### src/rtl/lpi_scan_pkg.sv
package lpi_scan_pkg;

    typedef enum logic [1:0] {
        ST_IDLE,
        ST_PEND,
        ST_BITS,
        ST_CFG
    } scan_st_e;

    localparam logic [7:0] PRIO_NONE  = 8'hFF;
    localparam logic [7:0] PRIO_FIELD = 8'hFC;
    localparam logic [7:0] PRIO_TOP   = 8'h80;

endpackage

### src/rtl/lpi_low_bit.sv
module lpi_low_bit #(
    parameter int W = 8
) (
    input  logic [W-1:0]         vec,
    output logic [$clog2(W)-1:0] idx
);
    localparam int IW = $clog2(W);

    // lowest set bit wins: scan from the top so the last hit is the lowest
    always_comb begin
        idx = '0;
        for (int i = W - 1; i >= 0; i--) begin
            if (vec[i]) idx = IW'(i);
        end
    end
endmodule

### src/rtl/lpi_cfg_xlate.sv
module lpi_cfg_xlate
    import lpi_scan_pkg::*;
(
    input  logic [7:0] cfg_byte,
    input  logic       sec_off,
    output logic       enabled,
    output logic [7:0] prio
);
    logic [7:0] field;

    always_comb begin
        field   = cfg_byte & PRIO_FIELD;
        enabled = cfg_byte[0];
        prio    = sec_off ? field : (PRIO_TOP | (field >> 1));
    end
endmodule

### src/rtl/lpi_rank_cmp.sv
module lpi_rank_cmp #(
    parameter int ID_W = 16
) (
    input  logic [7:0]      cand_prio,
    input  logic [ID_W-1:0] cand_id,
    input  logic [7:0]      best_prio,
    input  logic [ID_W-1:0] best_id,
    output logic            take
);
    always_comb begin
        take = (cand_prio < best_prio) ||
               ((cand_prio == best_prio) && (cand_id <= best_id));
    end
endmodule

### src/rtl/lpi_best_finder.sv
module lpi_best_finder
    import lpi_scan_pkg::*;
#(
    parameter int ADDR_W     = 32,
    parameter int MAX_IDBITS = 15,
    parameter int IDB_W      = 5,
    parameter int FIRST_ID   = 8192,
    parameter int BASE_LSB   = 12
) (
    input  logic                  clk,
    input  logic                  rst_n,
    input  logic                  enable,
    input  logic                  dis_sec,
    input  logic [IDB_W-1:0]      idbits,
    input  logic [ADDR_W-1:0]     pend_base,
    input  logic [ADDR_W-1:0]     cfg_base,
    input  logic                  cmd_rescan,
    input  logic                  cmd_check,
    input  logic                  cmd_clear,
    input  logic [MAX_IDBITS:0]   cmd_id,
    output logic                  rd_req,
    output logic [ADDR_W-1:0]     rd_addr,
    input  logic                  rd_valid,
    input  logic [7:0]            rd_data,
    output logic                  busy,
    output logic                  win_valid,
    output logic [MAX_IDBITS:0]   win_id,
    output logic [7:0]            win_prio
);
    localparam int ID_W   = MAX_IDBITS + 1;
    localparam int BYTE_W = ID_W - 3;
    localparam int SPAN_W = ID_W + 1;
    localparam logic [ID_W-1:0]   FIRST_ID_V = ID_W'(FIRST_ID);
    localparam logic [BYTE_W-1:0] FIRST_BYTE = BYTE_W'(FIRST_ID / 8);
    localparam logic [SPAN_W-1:0] FIRST_SPAN = SPAN_W'(FIRST_ID / 8);
    localparam logic [ADDR_W-1:0] BASE_MASK  =
        ~((ADDR_W'(1) << BASE_LSB) - ADDR_W'(1));

    typedef struct packed {
        scan_st_e          st;
        logic [BYTE_W-1:0] byte_ix;
        logic [7:0]        bits;
        logic [ID_W-1:0]   cur_id;
        logic              single;
        logic [7:0]        best_prio;
        logic [ID_W-1:0]   best_id;
        logic              best_ok;
        logic              en_seen;
    } scan_s;

    scan_s s_d, s_q;

    logic [IDB_W-1:0]  eff_bits;
    logic [SPAN_W-1:0] span, span_bytes;
    logic [BYTE_W-1:0] last_byte;
    logic              range_empty, id_ok;
    logic [ADDR_W-1:0] pbase_m, cbase_m;
    logic [2:0]        pick;
    logic              cand_en, cand_take;
    logic [7:0]        cand_prio;
    logic              idle, hit_winner, go_full, go_one;

    lpi_low_bit #(.W(8)) u_pick (
        .vec (s_q.bits),
        .idx (pick)
    );

    lpi_cfg_xlate u_xlate (
        .cfg_byte (rd_data),
        .sec_off  (dis_sec),
        .enabled  (cand_en),
        .prio     (cand_prio)
    );

    lpi_rank_cmp #(.ID_W(ID_W)) u_rank (
        .cand_prio (cand_prio),
        .cand_id   (s_q.cur_id),
        .best_prio (s_q.best_prio),
        .best_id   (s_q.best_id),
        .take      (cand_take)
    );

    // table geometry from the clamped ID width
    always_comb begin
        eff_bits    = (idbits > IDB_W'(MAX_IDBITS)) ? IDB_W'(MAX_IDBITS) : idbits;
        span        = SPAN_W'(1) << (eff_bits + IDB_W'(1));
        span_bytes  = span >> 3;
        range_empty = (span_bytes <= FIRST_SPAN);
        last_byte   = BYTE_W'(span_bytes - SPAN_W'(1));
        id_ok       = ({1'b0, cmd_id} >= SPAN_W'(FIRST_ID)) && ({1'b0, cmd_id} < span);
        pbase_m     = pend_base & BASE_MASK;
        cbase_m     = cfg_base & BASE_MASK;
    end

    always_comb begin
        s_d         = s_q;
        s_d.en_seen = enable;
        idle        = (s_q.st == ST_IDLE);
        hit_winner  = cmd_clear && s_q.best_ok && (cmd_id == s_q.best_id);
        go_full     = enable && (!s_q.en_seen || (idle && (cmd_rescan || hit_winner)));
        go_one      = enable && idle && cmd_check && id_ok && !go_full;

        if (!enable) begin
            s_d.st        = ST_IDLE;
            s_d.best_prio = PRIO_NONE;
            s_d.best_id   = '1;
            s_d.best_ok   = 1'b0;
        end else if (go_full) begin
            s_d.best_prio = PRIO_NONE;
            s_d.best_id   = '1;
            s_d.best_ok   = 1'b0;
            s_d.byte_ix   = FIRST_BYTE;
            s_d.st        = range_empty ? ST_IDLE : ST_PEND;
        end else if (go_one) begin
            s_d.cur_id = cmd_id;
            s_d.single = 1'b1;
            s_d.st     = ST_CFG;
        end else begin
            case (s_q.st)
                ST_PEND: begin
                    if (rd_valid) begin
                        s_d.bits = rd_data;
                        s_d.st   = ST_BITS;
                    end
                end
                ST_BITS: begin
                    if (s_q.bits == 8'h00) begin
                        if (s_q.byte_ix == last_byte) begin
                            s_d.st = ST_IDLE;
                        end else begin
                            s_d.byte_ix = s_q.byte_ix + BYTE_W'(1);
                            s_d.st      = ST_PEND;
                        end
                    end else begin
                        s_d.cur_id = {s_q.byte_ix, pick};
                        s_d.bits   = s_q.bits & ~(8'h01 << pick);
                        s_d.single = 1'b0;
                        s_d.st     = ST_CFG;
                    end
                end
                ST_CFG: begin
                    if (rd_valid) begin
                        if (cand_en && cand_take) begin
                            s_d.best_prio = cand_prio;
                            s_d.best_id   = s_q.cur_id;
                            s_d.best_ok   = 1'b1;
                        end
                        s_d.st = s_q.single ? ST_IDLE : ST_BITS;
                    end
                end
                default: ;
            endcase
        end
    end

    always_ff @(posedge clk or negedge rst_n) begin
        if (!rst_n) begin
            s_q <= '{st: ST_IDLE, byte_ix: '0, bits: '0, cur_id: '0,
                     single: 1'b0, best_prio: PRIO_NONE, best_id: '1,
                     best_ok: 1'b0, en_seen: 1'b0};
        end else begin
            s_q <= s_d;
        end
    end

    always_comb begin
        rd_req    = (s_q.st == ST_PEND) || (s_q.st == ST_CFG);
        rd_addr   = (s_q.st == ST_PEND) ? (pbase_m + ADDR_W'(s_q.byte_ix))
                                        : (cbase_m + ADDR_W'(s_q.cur_id - FIRST_ID_V));
        busy      = (s_q.st != ST_IDLE);
        win_valid = s_q.best_ok;
        win_id    = s_q.best_id;
        win_prio  = s_q.best_prio;
    end

    p_quiet_off_r2: assert property (@(posedge clk) disable iff (!rst_n)
        !enable |=> (!busy && !win_valid));

    p_addr_hold_r12: assert property (@(posedge clk) disable iff (!rst_n)
        (rd_req && !rd_valid && enable) |=> (rd_req && $stable(rd_addr)));

    p_id_floor_r6: assert property (@(posedge clk) disable iff (!rst_n)
        win_valid |-> (win_id >= FIRST_ID_V));

    p_prio_even_r7: assert property (@(posedge clk) disable iff (!rst_n)
        win_valid |-> !win_prio[0]);

    p_none_prio_r4: assert property (@(posedge clk) disable iff (!rst_n)
        !win_valid |-> (win_prio == PRIO_NONE));

endmodule

### config.mk
export PLATFORM = sky130hd
export DESIGN_NAME = lpi_best_finder
export DESIGN_NICKNAME = d
export VERILOG_FILES = /design/src/rtl/lpi_scan_pkg.sv /design/src/rtl/lpi_low_bit.sv /design/src/rtl/lpi_cfg_xlate.sv /design/src/rtl/lpi_rank_cmp.sv /design/src/rtl/lpi_best_finder.sv
export SDC_FILE = /design/constraint.sdc
export NUM_CORES = 1
export LEC_CHECK = 0
export ABC_AREA = 1
export BUFFER_PORTS_ARGS = -buffer_cell sky130_fd_sc_hd__buf_2
export CELL_PAD_IN_SITES_DETAIL_PLACEMENT = 1
export CELL_PAD_IN_SITES_GLOBAL_PLACEMENT = 2
export CORE_MARGIN = 2
export CORE_UTILIZATION = 27
export DETAILED_ROUTE_END_ITERATION = 6
export GPL_TIMING_DRIVEN = 0
export PLACE_DENSITY_LB_ADDON = 0.2
export SLEW_MARGIN = 40
export SYNTH_ARGS = -nofsm -noshare
export SYNTH_HDL_FRONTEND = slang
export SYNTH_SLANG_ARGS = --single-unit
export TNS_END_PERCENT = 50
### constraint.sdc
create_clock -name clk -period 2.38 [get_ports clk]
set_input_delay 0.119 -clock clk [delete_from_list [all_inputs] [get_ports clk]]
set_output_delay 0.119 -clock clk [all_outputs]
set_load 0.01 [all_outputs]
# ---- Word-level counts from Yosys, hierarchy flattened
# Index checks and enable logic that the tools add are counted.
dict set report word_totals {
  out_inout_bits 59
  elab_cells 110
  memories 0
  reg_bits 66
  romBits 0
  inputBits 101
  ram_bits 0
  latchBits 0
}
dict set report op_classes {
  div_mod_pow 0
  magnitude_cmp 6
  add_sub_neg 6
  n_mul 0
  n_bitwise 4
  n_reduce_logical 29
  n_shift 2
  n_mux 36
  eq_ne 18
}
# cell n
set op_table {}
lappend op_table {{2-to-1 mux 25 bit} 7}
lappend op_table {{2-to-1 mux 13 bit} 3}
lappend op_table {{2-to-1 mux 17 bit} 2}
lappend op_table {{adder 32 x 13 -> 32 bit} 1}
lappend op_table {{adder 32 bit} 1}
lappend op_table {{2-to-1 mux 32 bit} 1}
lappend op_table {{2-to-1 mux 3 bit} 8}
lappend op_table {{2-to-1 mux 21 bit} 1}
lappend op_table {{less-than comparator 16 x 17 -> 1 bit} 1}
lappend op_table {{left shift 1 x 5 -> 17 bit, first input constant} 1}
lappend op_table {{subtractor 16 x 14 -> 17 bit, second input constant} 1}
lappend op_table {{equality test 16 bit} 1}
lappend op_table {{greater-or-equal comparator 16 x 14 -> 1 bit, second input constant} 1}
lappend op_table {{<= comparator 16 bit} 1}
lappend op_table {{2-to-1 mux 8 bit} 2}
lappend op_table {{one-hot mux 8 bit (2 select lines)} 1}
lappend op_table {{2-to-1 mux 15 bit} 1}
lappend op_table {{<= comparator 14 x 11 -> 1 bit, second input constant} 1}
lappend op_table {{adder 13 x 1 -> 13 bit, second input constant} 1}
lappend op_table {{equality test 13 bit} 1}
lappend op_table {{subtractor 13 x 1 -> 13 bit, second input constant} 1}
lappend op_table {{2-to-1 mux 2 bit} 6}
lappend op_table {{logical AND 1 bit} 11}
lappend op_table {{!= test 2 bit, second input constant} 5}
lappend op_table {{26 further kinds} 41}

# ---- Logic depth before layout (Yosys ltp)
dict set report depth {
  depth_word 16
  mapped_depth 21
}

# ---- Cells and area by module
# Synthesis repeated with hierarchy kept, for this count alone.
dict set report hier_totals {
  cells_unflattened 1184
  hier_area_um2 7470.9
}
# mod n_inst cells_each area_per_inst_um2
set modules_own_cells {}
lappend modules_own_cells {lpi_best_finder 1 1039 6638.9}
lappend modules_own_cells {lpi_rank_cmp 1 102 638.1}
lappend modules_own_cells {lpi_cfg_xlate 1 24 98.8}
lappend modules_own_cells {lpi_low_bit 1 19 95.1}

# ---- Worst setup path after synthesis
# Ideal clock, no wire load.
dict set report synth_timing {
  path_type {flip-flop to output port}
  start {register s_q[40] (netlist bit)}
  end {output rd_addr[29]}
  arrival_time_ns 2.477
  required_ns 2.261
  n_path_buf 0
  stages_incl_launch_ff 15
  setup_slack_ns -0.216
  cell_sequence {dfrtp_1 inv_1 nand2_1 inv_1 ha_1 nand2_1 nor2_1 inv_1 o21ai_0 a31oi_1 o21ai_0 a21boi_0 or2_2 nand3_1 nand2_1}
}
dict set report synth_via {
  elab_chain_len 3
}
# item line_no
set synth_lines {}
lappend synth_lines {{from (decl)} lpi_best_finder.sv:51} ;# scan_s s_d, s_q;
lappend synth_lines {{from (signal assigned)} lpi_best_finder.sv:158} ;# s_q <= '{st: ST_IDLE, byte_ix: '0, bits: '0, cur_id: '0,
lappend synth_lines {{subtractor 16 x 14 -> 17 bit} lpi_best_finder.sv:169} ;# : (cbase_m + ADDR_W'(s_q.cur_id - FIRST_ID_V));
lappend synth_lines {{adder 32 bit} lpi_best_finder.sv:169}
lappend synth_lines {{2-to-1 mux 32 bit} lpi_best_finder.sv:168} ;# rd_addr = (s_q.st == ST_PEND) ? (pbase_m + ADDR_W'(s_q.byte_ix))
lappend synth_lines {{to (decl)} lpi_best_finder.sv:22} ;# output logic [ADDR_W-1:0] rd_addr,
# Every way passes these cells.

# ---- Worst setup path in the final report
dict set report layout_timing {
  start {register s_q[42] (netlist bit)}
  end {output rd_addr[31]}
}
# The elaborated chain is that of the path after synthesis.

==> impl_metrics.json <==
{
  "dr.pass1.iters": 4,
  "synth_top_area_share_pct": 15.0,
  "setup-violations-final": 47,
  "yosysMostFrequentCell": "nand2_1",
  "die_w_um": 165,
  "antenna_found_initial": 0,
  "hold_viol": 0,
  "synth_cell_types": 51,
  "endpoint_kind": "output pin",
  "crit_fanout": 6,
  "max_freq_ghz": 0.349,
  "area_growth_pct": 47.4,
  "synth_top_cell_by_area": "dfrtp_1",
  "synthFlopType": "dfrtp_1",
  "irDropWorstVdd_uv": 655,
  "multi_input_area_um2": 5420,
  "post-route-period-util_pct": 120,
  "drc": 0,
  "core-area_um2": 25300,
  "start_util_pct": 27.7,
  "crit_end": "rd_addr[31]",
  "io_pins": 160,
  "setup_tns_ns": -8.86,
  "maxCapViolations": 0,
  "combPwrFrac_pct": 70.9,
  "regArea_um2": 1690,
  "slew_headroom_pct": 56.1,
  "switching_power_mw": 5.37,
  "insertion_delay_ns": 0.35,
  "die_area_um2": 27300,
  "worst_slack_ns": -0.486,
  "ys_ff_latch": 66,
  "cts_tree": "done",
  "path_common_cell": "o21ai_1",
  "wl_per_cell_um": 17.9,
  "grt_first_pass_wirelength_um": 44300,
  "internal-power_mw": 5.90,
  "grtUsageTotal_pct": 21.3,
  "powerDensity_nw_per_um2": 1090,
  "hp-class": "in -> reg",
  "vias_per_cell": 4.87,
  "fin_worst_skew_ns": 0.00940,
  "cts_buffers": 9,
  "grt_max_degree": 42,
  "drv_slew": 0,
  "period_needed_ns": 2.87,
  "worstSetupPathType": "reg -> out",
  "hpwl_um": 22100,
  "crit_path_start": "s_q[42]$_DFFE_PN0P_",
  "p_leak_nw": 5.05,
  "nNetsFinal": 1455,
  "antenna_left": 0,
  "synthArstFlopShare_pct": 100,
  "syn-num-nets": 1220,
  "worst_r2r_endpoint": "win_id[14]$_DFFE_PN1P_",
  "syn_area_per_cell_um2": 6.64,
  "n_antenna_cell": 0,
  "routed_wl_um": 29000,
  "port_buffers": 133,
  "r2r-start": "s_q[42]$_DFFE_PN0P_",
  "p_seq_share_pct": 15.8,
  "layout-drive-gt1-share_pct": 37.0,
  "netlist_top_cells_area": "dfrtp_1, nand2_1, ha_1, dfstp_2, inv_1",
  "clock_path_buffers": 2,
  "post-place-ws_ns": -0.926,
  "timing.critical_path.arrival_ns": 2.75,
  "syn_inst": 1056,
  "cts.root.buffer_cell": "clkbuf_16",
  "tightest_slew_ns": 0.654,
  "reg2reg_setup_slack_ns": -0.19,
  "via_count": 7912,
  "yosysWarnings": 0,
  "rsz0062_at_grt": "true",
  "outcome": "finished, violations left",
  "cp_cell_sequence": "nor2_4 -> nand2_4 -> clkinv_8 -> buf_12 -> ha_4 -> nand2_1 -> nor3_2 -> inv_2 -> nor2_2 -> nand4_1 -> o2111ai_4 -> a21oi_2 -> o21ai_1 -> o21ai_1 -> buf_2",
  "fill_cells": 3193,
  "clk_pin_slew_ns": 0.06,
  "grt-ovfl-total": 0,
  "violations": "negative setup slack",
  "critPathLaunchType": "register",
  "r2r_cells": 15,
  "slowest_delay_ns": 0.44,
  "netlist_area_um2": 7010,
  "drtIter0Drc": 325,
  "sw_frac_of_total_pct": 47.6,
  "cts_sinks": 66,
  "netlist_top_cells_count": "nand2_1, inv_1, nor2_1",
  "synth_seq_area_share_pct": 24.0,
  "clkPwrFrac_pct": 13.3,
  "htreeDepth": 3,
  "required_ns": 2.26,
  "num_rows": 58,
  "gp_congestion": 0.821,
  "synth-edff-count": 0,
  "die_y_um": 165,
  "grt_pass1_vias": 8095,
  "crit_slowest_cell": "dfrtp_2"
}
## routing by layer
metal  vias to the layer above  wire (um)  global-route usage, %
met3                        44       1320                   2.70
met2                       165      13400                   34.6
met4                         0        767                   7.27
li1                       3952          -                      -
met5                         -          0                      0
met1                      3751      13500                   29.0
## cell usage in the layout (no fill, tap or decap), types with 7 or more instances in the layout
| master | Yosys | routed |
|---|---|---|
| xnor2_1 | 17 | 16 |
| o21ai_1 | 10 | 24 |
| a31oi_1 | 20 | 13 |
| nor2_4 | 5 | 20 |
| ha_1 | 62 | 42 |
| nand2_1 | 267 | 246 |
| o211ai_1 | 17 | 17 |
| o21ai_0 | 75 | 45 |
| nor2_1 | 104 | 80 |
| clkbuf_16 | 0 | 9 |
| nor2_2 | 3 | 12 |
| a21oi_2 | 0 | 13 |
| buf_4 | 25 | 104 |
| xor2_1 | 25 | 24 |
| inv_2 | 3 | 11 |
| a21oi_1 | 45 | 29 |
| nand2_2 | 1 | 16 |
| o22a_1 | 9 | 9 |
| clkbuf_1 | 15 | 8 |
| o22ai_1 | 7 | 7 |
| buf_2 | 9 | 131 |
| ha_4 | 0 | 19 |
| buf_6 | 4 | 16 |
| nand3_1 | 41 | 30 |
| inv_1 | 144 | 128 |
| dfrtp_1 | 42 | 39 |
| dfstp_2 | 24 | 24 |
| o21ai_2 | 0 | 13 |
| nand4_1 | 40 | 40 |
## power by group through the flow
stage	registers, mW	clock network, mW	logic (mW)
after floorplan	1.65	0	3.60
after global placement	1.78	0	5.32
after detailed placement	1.79	0	5.36
after CTS	1.77	1.55	6.82
after global routing	1.81	1.57	8.74
final	1.78	1.50	7.99
## how the worst min path moves through the flow
stage	depth (start not counted)	slack (ns)	from	to
2_1_floorplan	0	-0.18	rst_n	s_q[0]$_DFF_PN0_
3_3_place_gp	1	0.33	enable	s_q[0]$_DFF_PN0_
3_5_place_dp	1	0.03	rst_n	s_q[64]$_DFFE_PN0P_
4_1_cts	4	0.07	rd_valid	s_q[64]$_DFFE_PN0P_
5_1_grt	4	0.09	rd_valid	s_q[64]$_DFFE_PN0P_
6_report	4	0.07	rd_valid	s_q[64]$_DFFE_PN0P_
## sequential cells by signal, indices dropped and copies added (netlist names)
| signal | count |
|---|---|
| win_valid | 1 |
| win_prio | 8 |
| win_id | 16 |
| s_q | 41 |
## critical path: cells and delay by family (launching register included)
kind | cells | cell delay, ns
buf+inv | 4 | 0.49
flops | 1 | 0.44
compound gates | 4 | 0.41
fa+ha+maj | 1 | 0.30
simple gates | 6 | 0.75
## repair_timing
action / 4_1_cts / 5_1_grt
endpoints found under the setup margin: 89 / 90
gates cloned: 3 / 0
pin swaps: 61 / 53
gates resized for setup: 186 / 106
setup buffers: 66 / 17
hold endpoints to repair: 45 / 0
hold buffers: 4 / 0
## through the flow
step	cells	hold WS, ns	area, um^2	power, mW	utilization [%]
6_report	1626	0.0714	10300	11.3	40.8
5_1_grt	1626	0.0932	10300	12.1	40.8
4_1_cts	1609	0.0659	9800	10.1	38.7
3_5_place_dp	1520	0.0281	8150	7.15	32.2
3_3_place_gp	1519	0.329	8110	7.10	32.0
2_1_floorplan	1056	-0.177	7030	5.25	-
## kinds of logic after synthesis
group,after synthesis,share of synthesized area [%]
simple gates,483,29.8
compound gates,200,16.6
xor+xnor,43,5.57
flops,66,24.0
fa+ha+maj,63,11.3
buf+inv,201,12.7
## layout make-up
| cell class | count | share of cell area [%] |
|---|---|---|
| Multi-Input combinational cell | 789 | 52.4 |
| Inverter | 147 | 5.69 |
| Clock buffer | 10 | 2.31 |
| Timing Repair Buffer | 223 | 14.3 |
| Sequential cell | 66 | 16.3 |
| Clock inverter | 6 | 0.872 |
| Tap cell | 330 | 4.00 |
| Timing Repair inverter | 1 | 0.0847 |
| Buffer | 54 | 4.03 |
(Power assumes the default switching activity.)
